## src/rtl/an_pkg.sv

```systemverilog
package an_pkg;
  localparam int WORD_W = 16;
  localparam logic [4:0] SEL_CODE = 5'b00001;
  localparam int HD_BIT = 5;
  localparam int FD_BIT = 6;
  localparam int ACK_BIT = 14;
  // bit 14 (acknowledge) is left out of every word comparison
  localparam logic [WORD_W-1:0] MATCH_MASK = 16'hBFFF;

  typedef struct packed {
    logic clr;
    logic loadPartner;
    logic commit;
  } anStrobe_t;

  typedef enum logic [2:0] {
    ST_OFF, ST_DETECT, ST_ACK, ST_DONE, ST_FAIL
  } anState_t;
endpackage

```

## src/rtl/an_burst_rx.sv

```systemverilog
module an_burst_rx #(
  parameter int GAP_MIN  = 55,
  parameter int GAP_MAX  = 140,
  parameter int DATA_LIM = 90,
  parameter int SLOTS    = 16
) (
  input  logic             clk,
  input  logic             rst_n,
  input  logic             tick,
  input  logic             pulseStb,
  input  logic             pulseNeg,
  output logic             wordStb,
  output logic [SLOTS-1:0] word,
  output logic             wordNeg
);
  localparam int CW = $clog2(GAP_MAX + 2);
  localparam int SW = $clog2(SLOTS + 1);
  localparam logic [CW-1:0] CNT_SAT = CW'(GAP_MAX + 1);
  localparam logic [CW-1:0] MIN_C   = CW'(GAP_MIN);
  localparam logic [CW-1:0] MAX_C   = CW'(GAP_MAX);
  localparam logic [CW-1:0] DATA_C  = CW'(DATA_LIM);
  localparam logic [SW-1:0] LAST_SLOT = SW'(SLOTS - 1);

  logic [CW-1:0]    gapCnt, sinceClk;
  logic [SW-1:0]    slotCnt;
  logic [SLOTS-1:0] shiftReg;
  logic             inBurst, dataBit, burstNeg;

  always_ff @(posedge clk or negedge rst_n) begin
    if (!rst_n) begin
      gapCnt <= '0; sinceClk <= '0; slotCnt <= '0; shiftReg <= '0;
      inBurst <= 1'b0; dataBit <= 1'b0; burstNeg <= 1'b0;
      wordStb <= 1'b0; word <= '0; wordNeg <= 1'b0;
    end else begin
      wordStb <= 1'b0;
      if (tick && gapCnt != CNT_SAT) gapCnt <= gapCnt + 1'b1;
      if (tick && sinceClk != CNT_SAT) sinceClk <= sinceClk + 1'b1;
      if (pulseStb) begin
        gapCnt <= '0;
        if (!inBurst || gapCnt < MIN_C || gapCnt > MAX_C) begin
          // this pulse opens a fresh burst as its first timing pulse
          inBurst <= 1'b1; sinceClk <= '0; slotCnt <= '0;
          dataBit <= 1'b0; burstNeg <= pulseNeg;
        end else if (sinceClk <= DATA_C) begin
          dataBit <= 1'b1;
        end else begin
          sinceClk <= '0;
          dataBit  <= 1'b0;
          shiftReg <= {dataBit, shiftReg[SLOTS-1:1]};
          slotCnt  <= slotCnt + 1'b1;
          if (slotCnt == LAST_SLOT) begin
            inBurst <= 1'b0;
            wordStb <= 1'b1;
            word    <= {dataBit, shiftReg[SLOTS-1:1]};
            wordNeg <= burstNeg;
          end
        end
      end
    end
  end
endmodule

```

## src/rtl/an_datapath.sv

```systemverilog
module an_datapath
  import an_pkg::*;
(
  input  logic              clk,
  input  logic              rst_n,
  input  logic              wordStb,
  input  logic [WORD_W-1:0] word,
  input  logic              wordNeg,
  input  logic              advFull,
  input  logic              advHalf,
  input  anStrobe_t         stb,
  output logic              eligible,
  output logic              sameLast,
  output logic              samePartner,
  output logic              ackSeen,
  output logic              commonOk,
  output logic [WORD_W-1:0] partnerWord,
  output logic              partnerNeg,
  output logic              negDone,
  output logic              modeFull,
  output logic              modeHalf
);
  logic [WORD_W-1:0] lastWord;
  logic              fullPick;

  assign eligible    = (word[4:0] == SEL_CODE);
  assign sameLast    = (((word ^ lastWord) & MATCH_MASK) == '0);
  assign samePartner = (((word ^ partnerWord) & MATCH_MASK) == '0);
  assign ackSeen     = word[ACK_BIT];
  assign fullPick    = advFull && partnerWord[FD_BIT];
  assign commonOk    = partnerWord[HD_BIT] && (fullPick || advHalf);

  always_ff @(posedge clk or negedge rst_n) begin
    if (!rst_n) begin
      lastWord <= '0; partnerWord <= '0; partnerNeg <= 1'b0;
      negDone <= 1'b0; modeFull <= 1'b0; modeHalf <= 1'b0;
    end else begin
      if (wordStb && eligible) lastWord <= word;
      if (stb.clr) begin
        partnerWord <= '0; partnerNeg <= 1'b0;
        negDone <= 1'b0; modeFull <= 1'b0; modeHalf <= 1'b0;
      end else begin
        if (stb.loadPartner) begin
          partnerWord <= word;
          partnerNeg  <= wordNeg;
        end
        if (stb.commit) begin
          negDone  <= 1'b1;
          modeFull <= fullPick;
          modeHalf <= !fullPick;
        end
      end
    end
  end
endmodule

```

## src/rtl/an_control.sv

```systemverilog
module an_control
  import an_pkg::*;
#(
  parameter int MATCH_CNT = 3
) (
  input  logic      clk,
  input  logic      rst_n,
  input  logic      enable,
  input  logic      restartReq,
  input  logic      softRst,
  input  logic      linkFail,
  input  logic      wordStb,
  input  logic      eligible,
  input  logic      sameLast,
  input  logic      samePartner,
  input  logic      ackSeen,
  input  logic      commonOk,
  output anStrobe_t stb,
  output logic      abilityMatched,
  output logic      noCommon
);
  localparam int CNTW = $clog2(MATCH_CNT + 1);
  localparam logic [CNTW-1:0] LAST = CNTW'(MATCH_CNT - 1);

  anState_t        state, stateN;
  logic [CNTW-1:0] cnt, cntN;
  logic            enableQ, linkFailQ, restartEv;

  assign restartEv = restartReq || softRst || (enable && !enableQ) ||
                     (enable && linkFail && !linkFailQ);

  always_comb begin
    stateN = state;
    cntN   = cnt;
    stb    = '0;
    if (!enable) begin
      stateN = ST_OFF; cntN = '0; stb.clr = 1'b1;
    end else if (restartEv) begin
      stateN = ST_DETECT; cntN = '0; stb.clr = 1'b1;
    end else if (wordStb && eligible) begin
      case (state)
        ST_DETECT: begin
          if (cnt != '0 && sameLast) begin
            if (cnt == LAST) begin
              stb.loadPartner = 1'b1; stateN = ST_ACK; cntN = '0;
            end else begin
              cntN = cnt + 1'b1;
            end
          end else begin
            cntN = CNTW'(1);
          end
        end
        ST_ACK: begin
          if (!samePartner) begin
            stateN = ST_DETECT; cntN = CNTW'(1);
          end else if (ackSeen) begin
            if (cnt == LAST) begin
              cntN = '0;
              if (commonOk) begin
                stb.commit = 1'b1; stateN = ST_DONE;
              end else begin
                stateN = ST_FAIL;
              end
            end else begin
              cntN = cnt + 1'b1;
            end
          end
        end
        default: ;
      endcase
    end
  end

  always_ff @(posedge clk or negedge rst_n) begin
    if (!rst_n) begin
      state <= ST_OFF; cnt <= '0; enableQ <= 1'b0; linkFailQ <= 1'b0;
    end else begin
      state     <= stateN;
      cnt       <= cntN;
      enableQ   <= enable;
      linkFailQ <= linkFail;
    end
  end

  assign abilityMatched = (state == ST_ACK) || (state == ST_DONE) || (state == ST_FAIL);
  assign noCommon       = (state == ST_FAIL);
endmodule

```

## src/rtl/an_arbiter.sv

```systemverilog
module an_arbiter
  import an_pkg::*;
#(
  parameter int GAP_MIN   = 55,
  parameter int GAP_MAX   = 140,
  parameter int DATA_LIM  = 90,
  parameter int MATCH_CNT = 3
) (
  input  logic        clk,
  input  logic        rst_n,
  input  logic        tick,
  input  logic        pulseStb,
  input  logic        pulseNeg,
  input  logic        enable,
  input  logic        restartReq,
  input  logic        softRst,
  input  logic        linkFail,
  input  logic        advFull,
  input  logic        advHalf,
  output logic        negDone,
  output logic        modeFull,
  output logic [15:0] statusWord,
  output logic [15:0] partnerWord
);
  logic              wordStb, wordNeg, partnerNeg, modeHalf;
  logic [WORD_W-1:0] word;
  logic              eligible, sameLast, samePartner, ackSeen, commonOk;
  logic              abilityMatched, noCommon;
  anStrobe_t         stb;

  an_burst_rx #(.GAP_MIN(GAP_MIN), .GAP_MAX(GAP_MAX), .DATA_LIM(DATA_LIM), .SLOTS(WORD_W)) u_rx (
    .clk(clk), .rst_n(rst_n), .tick(tick), .pulseStb(pulseStb), .pulseNeg(pulseNeg),
    .wordStb(wordStb), .word(word), .wordNeg(wordNeg));

  an_datapath u_dp (
    .clk(clk), .rst_n(rst_n), .wordStb(wordStb), .word(word), .wordNeg(wordNeg),
    .advFull(advFull), .advHalf(advHalf), .stb(stb), .eligible(eligible),
    .sameLast(sameLast), .samePartner(samePartner), .ackSeen(ackSeen),
    .commonOk(commonOk), .partnerWord(partnerWord), .partnerNeg(partnerNeg),
    .negDone(negDone), .modeFull(modeFull), .modeHalf(modeHalf));

  an_control #(.MATCH_CNT(MATCH_CNT)) u_ctl (
    .clk(clk), .rst_n(rst_n), .enable(enable), .restartReq(restartReq),
    .softRst(softRst), .linkFail(linkFail), .wordStb(wordStb), .eligible(eligible),
    .sameLast(sameLast), .samePartner(samePartner), .ackSeen(ackSeen),
    .commonOk(commonOk), .stb(stb), .abilityMatched(abilityMatched),
    .noCommon(noCommon));

  assign statusWord = {10'b0, partnerNeg, noCommon, abilityMatched, modeHalf, modeFull, negDone};
endmodule

```

## config.mk

```make
export PLATFORM = sky130hd
export DESIGN_NAME = an_arbiter
export DESIGN_NICKNAME = d
export VERILOG_FILES = /design/src/rtl/an_pkg.sv /design/src/rtl/an_burst_rx.sv /design/src/rtl/an_datapath.sv /design/src/rtl/an_control.sv /design/src/rtl/an_arbiter.sv
export SDC_FILE = /design/constraint.sdc
export NUM_CORES = 1
export LEC_CHECK = 0
export ABC_AREA = 1
export BUFFER_PORTS_ARGS = -buffer_cell sky130_fd_sc_hd__buf_2
export CAP_MARGIN = 20
export CORE_ASPECT_RATIO = 1.4
export CORE_MARGIN = 5
export CORE_UTILIZATION = 48
export CTS_CLUSTER_SIZE = 40
export DETAILED_ROUTE_END_ITERATION = 16
export GPL_TIMING_DRIVEN = 1
export PLACE_DENSITY_LB_ADDON = 0.1
export SLEW_MARGIN = 20
export SYNTH_ARGS = -nofsm -noshare
export SYNTH_HDL_FRONTEND = slang
export SYNTH_SLANG_ARGS = --single-unit
```

## constraint.sdc

```tcl
create_clock -name clk -period 2.48 [get_ports clk]
set_input_delay 0.372 -clock clk [delete_from_list [all_inputs] [get_ports clk]]
set_output_delay 0.372 -clock clk [all_outputs]
set_load 0.1 [all_outputs]
```

==> impl_metrics.csv, run 1 <==
group,metric,value,unit
grt,grt_max_degree,52,
yosys,netlist_instances,669,
yosys,synth-xor-area-share,1.33,%
finish,fin_nets,722,
detailed_routing,wl_per_cell,13.2,um
status,outcome,"finished clean",
detailed_routing,ant_nets,0,
yosys,yosysSeqAreaShare,47.0,%
yosys,synth-compound-area-share,8.69,%
yosys,yosysWarnings,0,
timing,setup_viol,0,
timing,hold_viol,0,
finish,drive_gt1_share,14.5,%
clock_network,cts_tree,"done",
critical_path,worstPathCellList,"inv_1, nor3_1, o21bai_1, buf_2",
critical_path,end_kind,"output port",
placement,dp_slack,0.526,ns
yosys,muxShareOfSynthArea,0,%
grt,grt.overflow.total,0,
detailed_routing,wl,11200,um
clock_network,clk_pin_slew,0.07,ns
timing,min_period_over_period,79.0,%
timing,clock_skew,0.00516,ns
grt,grt_pass1_vias,4011,
yosys,synth_area_leaders,"dfrtp_1, nand2_1, inv_1",
yosys,synth_cell_types,40,
flow_run,max_cap_viol_count,0,
detailed_routing,route.detailed.drc,0,
placement,place_congestion,0.851,
detailed_routing,via_count,4119,
critical_path,worst_path_max_delay_cell,"buf_2",
critical_path,required,2.11,ns
yosys,synthSimpleGateAreaFrac,29.1,%
critical_path,r2r-start,"u_rx.gapCnt[0]",
floorplan,core,0.0108,mm^2
grt,antenna_found_initial,0,
timing,drv_slew,0,
clock_network,cts_made_buffers,9,
timing,setup_slack,0.521,ns
finish,diodes,0,
clock_network,clockRootBuffer,"clkbuf_16",
clock_network,clk_latency,0.34,ns
clock_network,clk_path_buf_depth,2,
yosys,ys_seq_elements,99,
placement,hpwlAfterDp,8400,um
finish,final.fill_count,1067,
critical_path,criticalPathCategory,"reg2out",
critical_path,slowest_delay,0.44,ns
placement,post_dp_cell_area,0.00548,mm^2
timing,rsz0062_at_grt,"no",
floorplan,die_y,134,um
yosys,synth_top_area_share,47.0,%
critical_path,start_kind,"register",
yosys,syn_avg_cell_area,7.88,um^2
floorplan,rows,45,
clock_network,postCtsSetupBuffers,0,
yosys,synth_top_family_by_area,"simple AND/OR/NAND/NOR gates",
floorplan,initial_utilization,48.7,%
clock_network,cts_num_sinks,99,
detailed_routing,first_pass_iters,4,
clock_network,h-tree-depth,3,
timing,timing.hold.ws,0.160,ns
grt,grt.total_usage,18.0,%
finish,final_area,0.00577,mm^2
clock_network,hold_buffers,1,
yosys,netlist_area,0.00527,mm^2
timing,max_freq,510,MHz
timing,finalCriticalPeriod,1.96,ns
critical_path,ff2ff_setup_slack,0.55,ns
detailed_routing,avgViaCountPerCell,4.85,
critical_path,critPathLaunch,"u_ctl.state[2]",
detailed_routing,drtIter0Drc,147,
critical_path,cp.arrival,1.59,ns
critical_path,worstPathMaxFanout,4,
floorplan,num_io_pins,45,
power_and_ir_drop,ir_drop,0.288,mV
power_and_ir_drop,p_leak,2.97,nW
finish,final_util,53.4,%
grt,grt_pass1_wl,19200,um
floorplan,dieArea,0.0132,mm^2
min_path,hp-class,"in2reg",
clock_network,cts_resized,0,
power_and_ir_drop,pwr_density_cell,548,mW/mm^2
finish,final_cell_mix,"nand2_1, dfrtp_1, inv_1, nor2_1, nand3_1",
finish,final_common_cell,"nand2_1",
yosys,synth.largest_area_cell,"dfrtp_1",
timing,finalSetupTns,0,ns
floorplan,die_w,98.6,um
placement,portBuffers,34,
yosys,synthAdderAreaFrac,1.90,%
finish,syn_to_final_growth,9.50,%
min_path,min-delay-start,"linkFail",
[logic make-up after synthesis]
family                     count (synthesis)
AOI/OAI and AO/OA                         83
other                                      1
DFF                                       99
and+or+nand+nor                          339
xor gates and xnor gates                   8
adders and majority gates                  8
buffers and inverters                    131
[cell usage after synthesis, drive strengths merged]
master	n
nand2	199
inv	103
dfrtp	99
nor2	63
o21ai	61
nand3	50
buf	26
a21oi	14
nand4	12
nor3	12
ha	8
xnor2	5
xor2	3
a211oi	2
clkbuf	2
o21a	2
o31ai	2
or2	2
and3	1
conb	1
o21bai	1
o22ai	1
[flip-flops by register name (all words and copies together) (netlist names), 2 cells and up]
register,flops
u_rx.word,16
u_ctl.state,3
u_ctl.cnt,2
u_dp.lastWord,15
u_rx.shiftReg,15
u_rx.slotCnt,5
u_dp.partnerWord,16
u_rx.sinceClk,8
u_rx.gapCnt,8
[final cells by class]
class	instances	area, um^2	share of cell area, %
Clock buffer	12	256	4.44
Timing Repair Buffer	42	248	4.29
Multi-Input combinational cell	448	2200	38.1
Inverter	103	387	6.70
Tap cell	141	176	3.06
Sequential cell	99	2480	42.9
Clock inverter	4	25.0	0.434
[per-stage QoR]
stage               power (mW)  std cells
CTS                       3.20        849
global placement          1.86        832
floorplan                 1.81        678
detailed placement        1.86        832
global route              3.29        849
finish                    3.16        849
[final timing paths]
kind                                     endpoint  depth (start not counted)
worst max-delay path                statusWord[3]                          4
worst min-delay path              u_ctl.linkFailQ                          1
worst max register to register       u_rx.word[2]                         11
worst min register to register       u_rx.inBurst                          2
max in group asynchronous       u_rx.shiftReg[15]                          3
min in group asynchronous        u_dp.lastWord[3]                          2
[routing by layer]
layer	track usage (%)	wire length, um	vias to the layer above
met3	3.28	276	12
met1	22.2	4800	1919
met5	0	0	-
met2	32.2	6010	43
met4	5.24	133	0
li1	-	-	2145
[critical path, delay by kind of cell, from the launching register on]
| family | cells | cell delay (ns) |
|---|---|---|
| AOI/OAI and AO/OA | 1 | 0.14 |
| DFF | 1 | 0.41 |
| and+or+nand+nor | 1 | 0.17 |
| buffers and inverters | 2 | 0.52 |
[power by group]
part	switching (mW)	internal (mW)	leakage, nW
Clock	0.599	0.732	0.135
Sequential	0.0123	1.63	1.29
Combinational	0.156	0.0335	1.54
(Power assumes the default switching activity.)
==> run 2, diff against run 1 <==
- clock period: 2.48 -> 1.6 ns (I/O delays scaled with it)
==> run 2 against run 1 <==
  * The flow now finishes with violations (setup timing)
  * Clock power is 75% higher
  * Total power is 66% higher
  * Sequential power is 55% higher
  * Combinational power is 100% higher
  * Count of clock-buffer cells in the layout is 2 higher
  * Via count is 10% higher
  * Critical path type is now reg2reg
  * Largest cell class is now multi-input combinational cells
==> impl_metrics.csv, run 2 (synthesized netlist as in run 1, its figures left out) <==
group,metric,value,unit
grt,use_met2,37.6,%
finish,fin_nets,801,
timing,min_period_over_period,106,%
detailed_routing,ant_nets,0,
timing,drv_slew,0,
clock_network,clk_path_buf_depth,2,
clock_network,cts_tree,"done",
critical_path,ff2ff_setup_slack,-0.10,ns
floorplan,dieArea,0.0132,mm^2
power_and_ir_drop,ir_drop,0.481,mV
grt,grt_max_degree,47,
finish,final.fill_count,948,
finish,top_regs,"u_dp.partnerWord (16), u_rx.word (16)",
detailed_routing,avgViaCountPerCell,4.90,
min_path,min_path_cells,1,
grt,grt.overflow.total,0,
clock_network,cts_made_buffers,9,
status,outcome,"complete, but fails checks",
floorplan,initial_utilization,48.7,%
detailed_routing,route.detailed.drc,0,
critical_path,cp.arrival,1.94,ns
critical_path,end_kind,"register",
finish,syn_to_final_growth,33.8,%
floorplan,core,0.0108,mm^2
timing,setup_slack,-0.103,ns
min_path,hp-class,"in2reg",
clock_network,clockRootBuffer,"clkbuf_16",
power_and_ir_drop,power.total,5.26,mW
grt,grt.total_usage,19.9,%
grt,grt_pass1_wl,21200,um
timing,hold_viol,0,
placement,post_dp_cell_area,0.00607,mm^2
critical_path,r2r-start,"u_rx.gapCnt[0]",
floorplan,die_w,98.6,um
critical_path,required,1.84,ns
critical_path,criticalPathCategory,"reg2reg",
grt,antenna_found_initial,0,
detailed_routing,drtIter0Drc,181,
floorplan,num_io_pins,45,
placement,portBuffers,34,
power_and_ir_drop,p_leak,3.49,nW
min_path,hold_end,"u_ctl.linkFailQ",
floorplan,die_y,134,um
detailed_routing,first_pass_iters,7,
finish,diodes,0,
power_and_ir_drop,p_int,4.05,mW
finish,drive_gt1_share,37.0,%
critical_path,start_kind,"register",
status,violations,"setup timing",
grt,use_met3,2.03,%
grt,grt.busiest_layer,"met2",
finish,final_common_cell,"nand2_1",
clock_network,cts_num_sinks,99,
grt,grt_pass1_vias,4591,
placement,hpwlAfterDp,9210,um
grt,grtUsageMet1,22.2,%
detailed_routing,wl_per_cell,14.2,um
finish,final_area,0.00705,mm^2
floorplan,rows,45,
power_and_ir_drop,p_sw,1.21,mW
power_and_ir_drop,pwr_density_cell,746,mW/mm^2
timing,finalCriticalPeriod,1.70,ns
finish,multi_input_area,0.00264,mm^2
detailed_routing,wl,13200,um
clock_network,clk_pin_slew,0.07,ns
critical_path,r2r_end,"u_rx.wordNeg",
power_and_ir_drop,pwr-share-clk,44.3,%
power_and_ir_drop,switching_share,23.0,%
min_path,min-delay-start,"linkFail",
flow_run,max_cap_viol_count,0,
finish,final_util,65.2,%
critical_path,worstPathMaxFanout,22,
clock_network,clk_latency,0.35,ns
finish,register_area,0.00254,mm^2
power_and_ir_drop,power_frac_comb,7.3,%
detailed_routing,via_count,4550,
placement,place_congestion,0.839,
power_and_ir_drop,seqPwrFrac,48.3,%
timing,max_freq,587,MHz
clock_network,h-tree-depth,3,
timing,setup_viol,62,
critical_path,ff2ff_path_depth,11,
timing,rsz0062_at_grt,"yes",
timing,clock_skew,0.00720,ns
finish,final_cell_mix,"nand2_1, dfrtp_1, inv_1, buf_4, nor2_1",
-- run 2: area by class of cell --
class                           count  area share, %
Multi-Input combinational cell    449           37.4
Sequential cell                    99           36.0
Clock buffer                       14           3.60
Timing Repair Buffer              120           14.1
Inverter                          103           5.59
Tap cell                          141           2.50
Clock inverter                      2          0.852
-- run 2: layer usage --
layer | share of wire, % | up-vias
met3 | 2.5 | 28
li1 | - | 2310
met4 | 2.9 | 0
met2 | 56 | 68
met5 | 0 | -
met1 | 38 | 2144
-- run 2: critical path: stages (launching register included) --
cell and delay (ns):
dfrtp_1 0.40, ha_2 0.21, a21oi_2 0.05, o21ai_1 0.13
nand2_1 0.07, nor2_2 0.11, inv_2 0.06, nor2_4 0.17
nand2_4 0.10, buf_12 0.17, nand2_1 0.06, o21ai_1 0.06
-- run 2: what timing repair did --
action / 4_1_cts / 5_1_grt
buffers inserted: 5 / 8
setup endpoints to repair: 70 / 76
hold endpoints to repair: 24 / 0
hold buffers: 1 / 0
pin swaps: 10 / 24
gates resized for setup: 36 / 97
gates cloned: 0 / 5
-- run 2: worst max-delay path by stage --
stage | start | to | cells past startpoint
after floorplan | u_dp.partnerWord[1] | u_dp.modeFull | 11
after global placement | u_rx.gapCnt[1] | u_rx.word[15] | 11
after detailed placement | u_rx.gapCnt[1] | u_rx.wordNeg | 11
after CTS | u_rx.gapCnt[0] | u_rx.shiftReg[1] | 11
after global routing | u_rx.gapCnt[0] | u_rx.word[10] | 11
final | u_rx.gapCnt[0] | u_rx.wordNeg | 11
-- run 2: power by group through the flow --
| stage | combinational, mW | sequential [mW] | clock (mW) |
|---|---|---|---|
| after floorplan | 0.220 | 2.59 | 0 |
| after global placement | 0.339 | 2.59 | 0 |
| after detailed placement | 0.345 | 2.59 | 0 |
| after CTS | 0.356 | 2.54 | 2.36 |
| after global routing | 0.422 | 2.54 | 2.48 |
| final | 0.386 | 2.54 | 2.33 |
-- run 2: per-stage QoR --
stage / setup WS [ns] / hold slack, ns / cells / setup TNS [ns]
after global routing: -0.226 / 0.0358 / 928 / -10.77
after global placement: -0.0673 / 0.191 / 893 / -1.72
after CTS: -0.0781 / 0.0192 / 915 / -1.62
final: -0.103 / 0.0229 / 928 / -3.68
after floorplan: 0.00841 / -0.0556 / 678 / 0
after detailed placement: -0.118 / 0.196 / 893 / -3.81
==> run 3, diff against run 2 <==
- MAX_ROUTING_LAYER: not set -> met4
- SLEW_MARGIN: 20 -> 25
- SYNTH_HIERARCHICAL: not set -> 1
==> run 3 against run 2 <==
  * Clock power fell by 4%
  * Sequential share of layout area down 3.8 points
  * First-iteration DRC count up 20%
  * Clock skew grew 0.0038 ns
  * Count of clock-buffer cells in the layout shrank 5
  * Critical endpoint is now u_dp/partnerWord[4]
  * Flip-flop and latch count stayed put
  * Utilization increased by 7.0 points
  * The flow still finishes with violations (setup timing)
  * Via count is 5.8% higher
  * Largest cell class unchanged
  * Area after synthesis grew 2.4%
==> impl_metrics.csv, run 3 <==
group,metric,value,unit
status,outcome,"complete, but fails checks",
status,violations,"setup timing",
grt,grt_max_degree,34,
grt,grt.overflow.total,0,
clock_network,clk_pin_slew,0.07,ns
yosys,ys_top_cells_by_count,"nand2_1, dfrtp_1, inv_1, nand3_1, nor2_1",
placement,dp_slack,-0.468,ns
critical_path,path_buf_inv,2,
detailed_routing,route.detailed.drc,0,
floorplan,die_w,99.6,um
grt,grt_pass1_wl,22100,um
detailed_routing,drtIter0Drc,218,
timing,clock_skew,0.0110,ns
finish,final_cell_mix,"nand2_1, buf_4, dfrtp_1, inv_1, nand2_2",
critical_path,slowest_delay,0.42,ns
finish,final_area,0.00788,mm^2
finish,fin_nets,826,
detailed_routing,wl_per_cell,15.3,um
floorplan,num_io_pins,45,
detailed_routing,wl_met3,382,um
critical_path,worstPathMaxFanout,6,
yosys,synth_cell_types,40,
finish,syn_to_final_growth,46.1,%
finish,top_regs,"u_dp/partnerWord (16), u_rx/word (16)",
placement,place_congestion,0.901,
yosys,synth_edf_count,0,
timing,finalSetupTns,-16.04,ns
grt,grt.total_usage,21.4,%
critical_path,end_kind,"register",
critical_path,ff2ff_path_depth,12,
power_and_ir_drop,ir_drop,0.474,mV
finish,final_common_cell,"nand2_1",
yosys,synth-main-ff-cell,"dfrtp_1",
critical_path,worstPathCellList,"xnor2_1, nand2_1, nor2_1, nand2_1, nor2_2, inv_2, nor2_4, nand3_2, nor3_4, or2_4, clkbuf_16, o22ai_1",
yosys,yosysWarnings,6,
critical_path,worst_path_max_delay_cell,"dfrtp_1",
clock_network,cts_num_sinks,99,
timing,hold_viol,0,
timing,setup_slack,-0.454,ns
yosys,ys_seq_elements,99,
yosys,synth_area_leaders,"dfrtp_1, nand2_1, inv_1",
yosys,netlist_instances,668,
floorplan,rows,45,
finish,drive_gt1_share,46.6,%
yosys,synthMostInstantiatedCell,"nand2_1",
floorplan,die_y,135,um
min_path,hold_end,"u_ctl/linkFailQ",
finish,final.fill_count,809,
critical_path,r2r-start,"u_rx/word[4]",
floorplan,core,0.0109,mm^2
timing,rsz0062_at_grt,"yes",
critical_path,start_kind,"register",
detailed_routing,wl,14600,um
floorplan,initial_utilization,49.4,%
yosys,netlist_area,0.00540,mm^2
min_path,hp-class,"in2reg",
clock_network,cts_made_buffers,9,
placement,post_dp_cell_area,0.00634,mm^2
critical_path,criticalPathCategory,"reg2reg",
detailed_routing,first_pass_iters,4,
yosys,synth_top_area_share,45.9,%
critical_path,critical-path-top-delay-family,"simple AND/OR/NAND/NOR gates",
detailed_routing,wl_met1,5560,um
clock_network,clk_path_buf_depth,2,
finish,diodes,0,
clock_network,clk_latency,0.35,ns
timing,max_freq,487,MHz
critical_path,cp.arrival,2.28,ns
detailed_routing,highest_layer,"met4",
clock_network,cts_tree,"done",
flow_run,max_cap_viol_count,0,
grt,antenna_found_initial,0,
timing,setup_viol,73,
min_path,min-delay-start,"linkFail",
detailed_routing,avgViaCountPerCell,5.05,
timing,drv_slew,0,
detailed_routing,via_count,4814,
detailed_routing,ant_nets,0,
clock_network,clockRootBuffer,"clkbuf_16",
yosys,synth-async-reset-ratio,100,%
min_path,min_path_cells,1,
timing,min_period_over_period,128,%
clock_network,h-tree-depth,3,
grt,grt_pass1_vias,4779,
detailed_routing,route.met2.wl,8280,um
critical_path,ff2ff_setup_slack,-0.45,ns
placement,hpwlAfterDp,9290,um
critical_path,r2r_end,"u_dp/partnerWord[4]",
critical_path,required,1.83,ns
power_and_ir_drop,pwr_density_cell,656,mW/mm^2
critical_path,crit_path_frequent_cell,"nand2_1",
floorplan,dieArea,0.0135,mm^2
yosys,yosysSeqAreaShare,45.9,%
yosys,syn_avg_cell_area,8.08,um^2
power_and_ir_drop,p_leak,4.00,nW
yosys,synth.largest_area_cell,"dfrtp_1",
placement,portBuffers,34,
timing,finalCriticalPeriod,2.05,ns
[run 3: cell types whose count changed in the layout (fill, tap and decap cells not counted), moves of 12 or more]
cell / before / now
buf_4: 72 / 84
buf_6: 5 / 21
nand2_1: 172 / 141
nand2_2: 21 / 45
nand2_4: 6 / 18
o21ai_1: 27 / 6
[run 3: stage by stage]
step	utilization, %	cells	hold slack [ns]	total power, mW
2_1_floorplan	-	677	-0.0556	2.82
3_3_place_gp	58.1	901	0.233	2.95
3_5_place_dp	58.1	901	0.233	2.95
4_1_cts	66.6	943	0.00330	5.18
5_1_grt	72.2	953	0.00415	5.36
6_report	72.2	953	0.00961	5.17
[run 3: worst max-delay path by stage]
stage	startpoint	endpoint	slack, ns	depth (start not counted)
6_report	u_rx/word[4]	u_dp/partnerWord[4]	-0.45	12
5_1_grt	u_rx/word[10]	u_dp/partnerWord[4]	-0.64	12
4_1_cts	u_rx/word[13]	u_dp/partnerWord[6]	-0.40	12
3_5_place_dp	u_rx/word[10]	u_dp/partnerWord[9]	-0.47	12
3_3_place_gp	u_rx/word[10]	u_dp/partnerWord[8]	-0.45	12
2_1_floorplan	u_dp/partnerWord[9]	u_dp/modeHalf	-0.38	12
[run 3: cell type report]
type                    instances  area [um^2]  area share [%]
flip-flops and latches         99         2540            32.2
inverters                      90          344            4.36
clock inverters                 7         76.3           0.968
repair buffers                153         1400            17.7
well taps                     141          176            2.24
clock buffers                   9          225            2.86
multi-input cells             454         3130            39.7
[run 3: timing repair]
action / in CTS / in global routing
setup buffers: 24 / 12
pin swaps: 41 / 46
setup endpoints to repair: 66 / 86
hold buffers: 1 / 0
resized for setup: 102 / 130
hold endpoints to repair: 29 / 0
gates cloned: 6 / 1
[run 3: power breakdown]
part | switching [mW] | leakage (nW) | internal (mW)
clock | 1.00 | 0.142 | 1.22
combinational | 0.288 | 2.53 | 0.116
sequential | 0.0183 | 1.33 | 2.52
[run 3: routing by layer]
metal | track usage (%) | vias up
met3 | 3.40 | 31
met2 | 39.7 | 77
li1 | - | 2353
met4 | 7.97 | 0
met1 | 22.6 | 2353
met5 | - | -
[run 3: logic make-up after synthesis]
family,count (synthesis),synth area share [%]
simple gates,335,27.6
xor+xnor,30,4.87
other cells,1,0.0695
fa+ha+maj,8,1.86
buf+inv,124,11.0
compound gates,71,8.63
flops,99,45.9
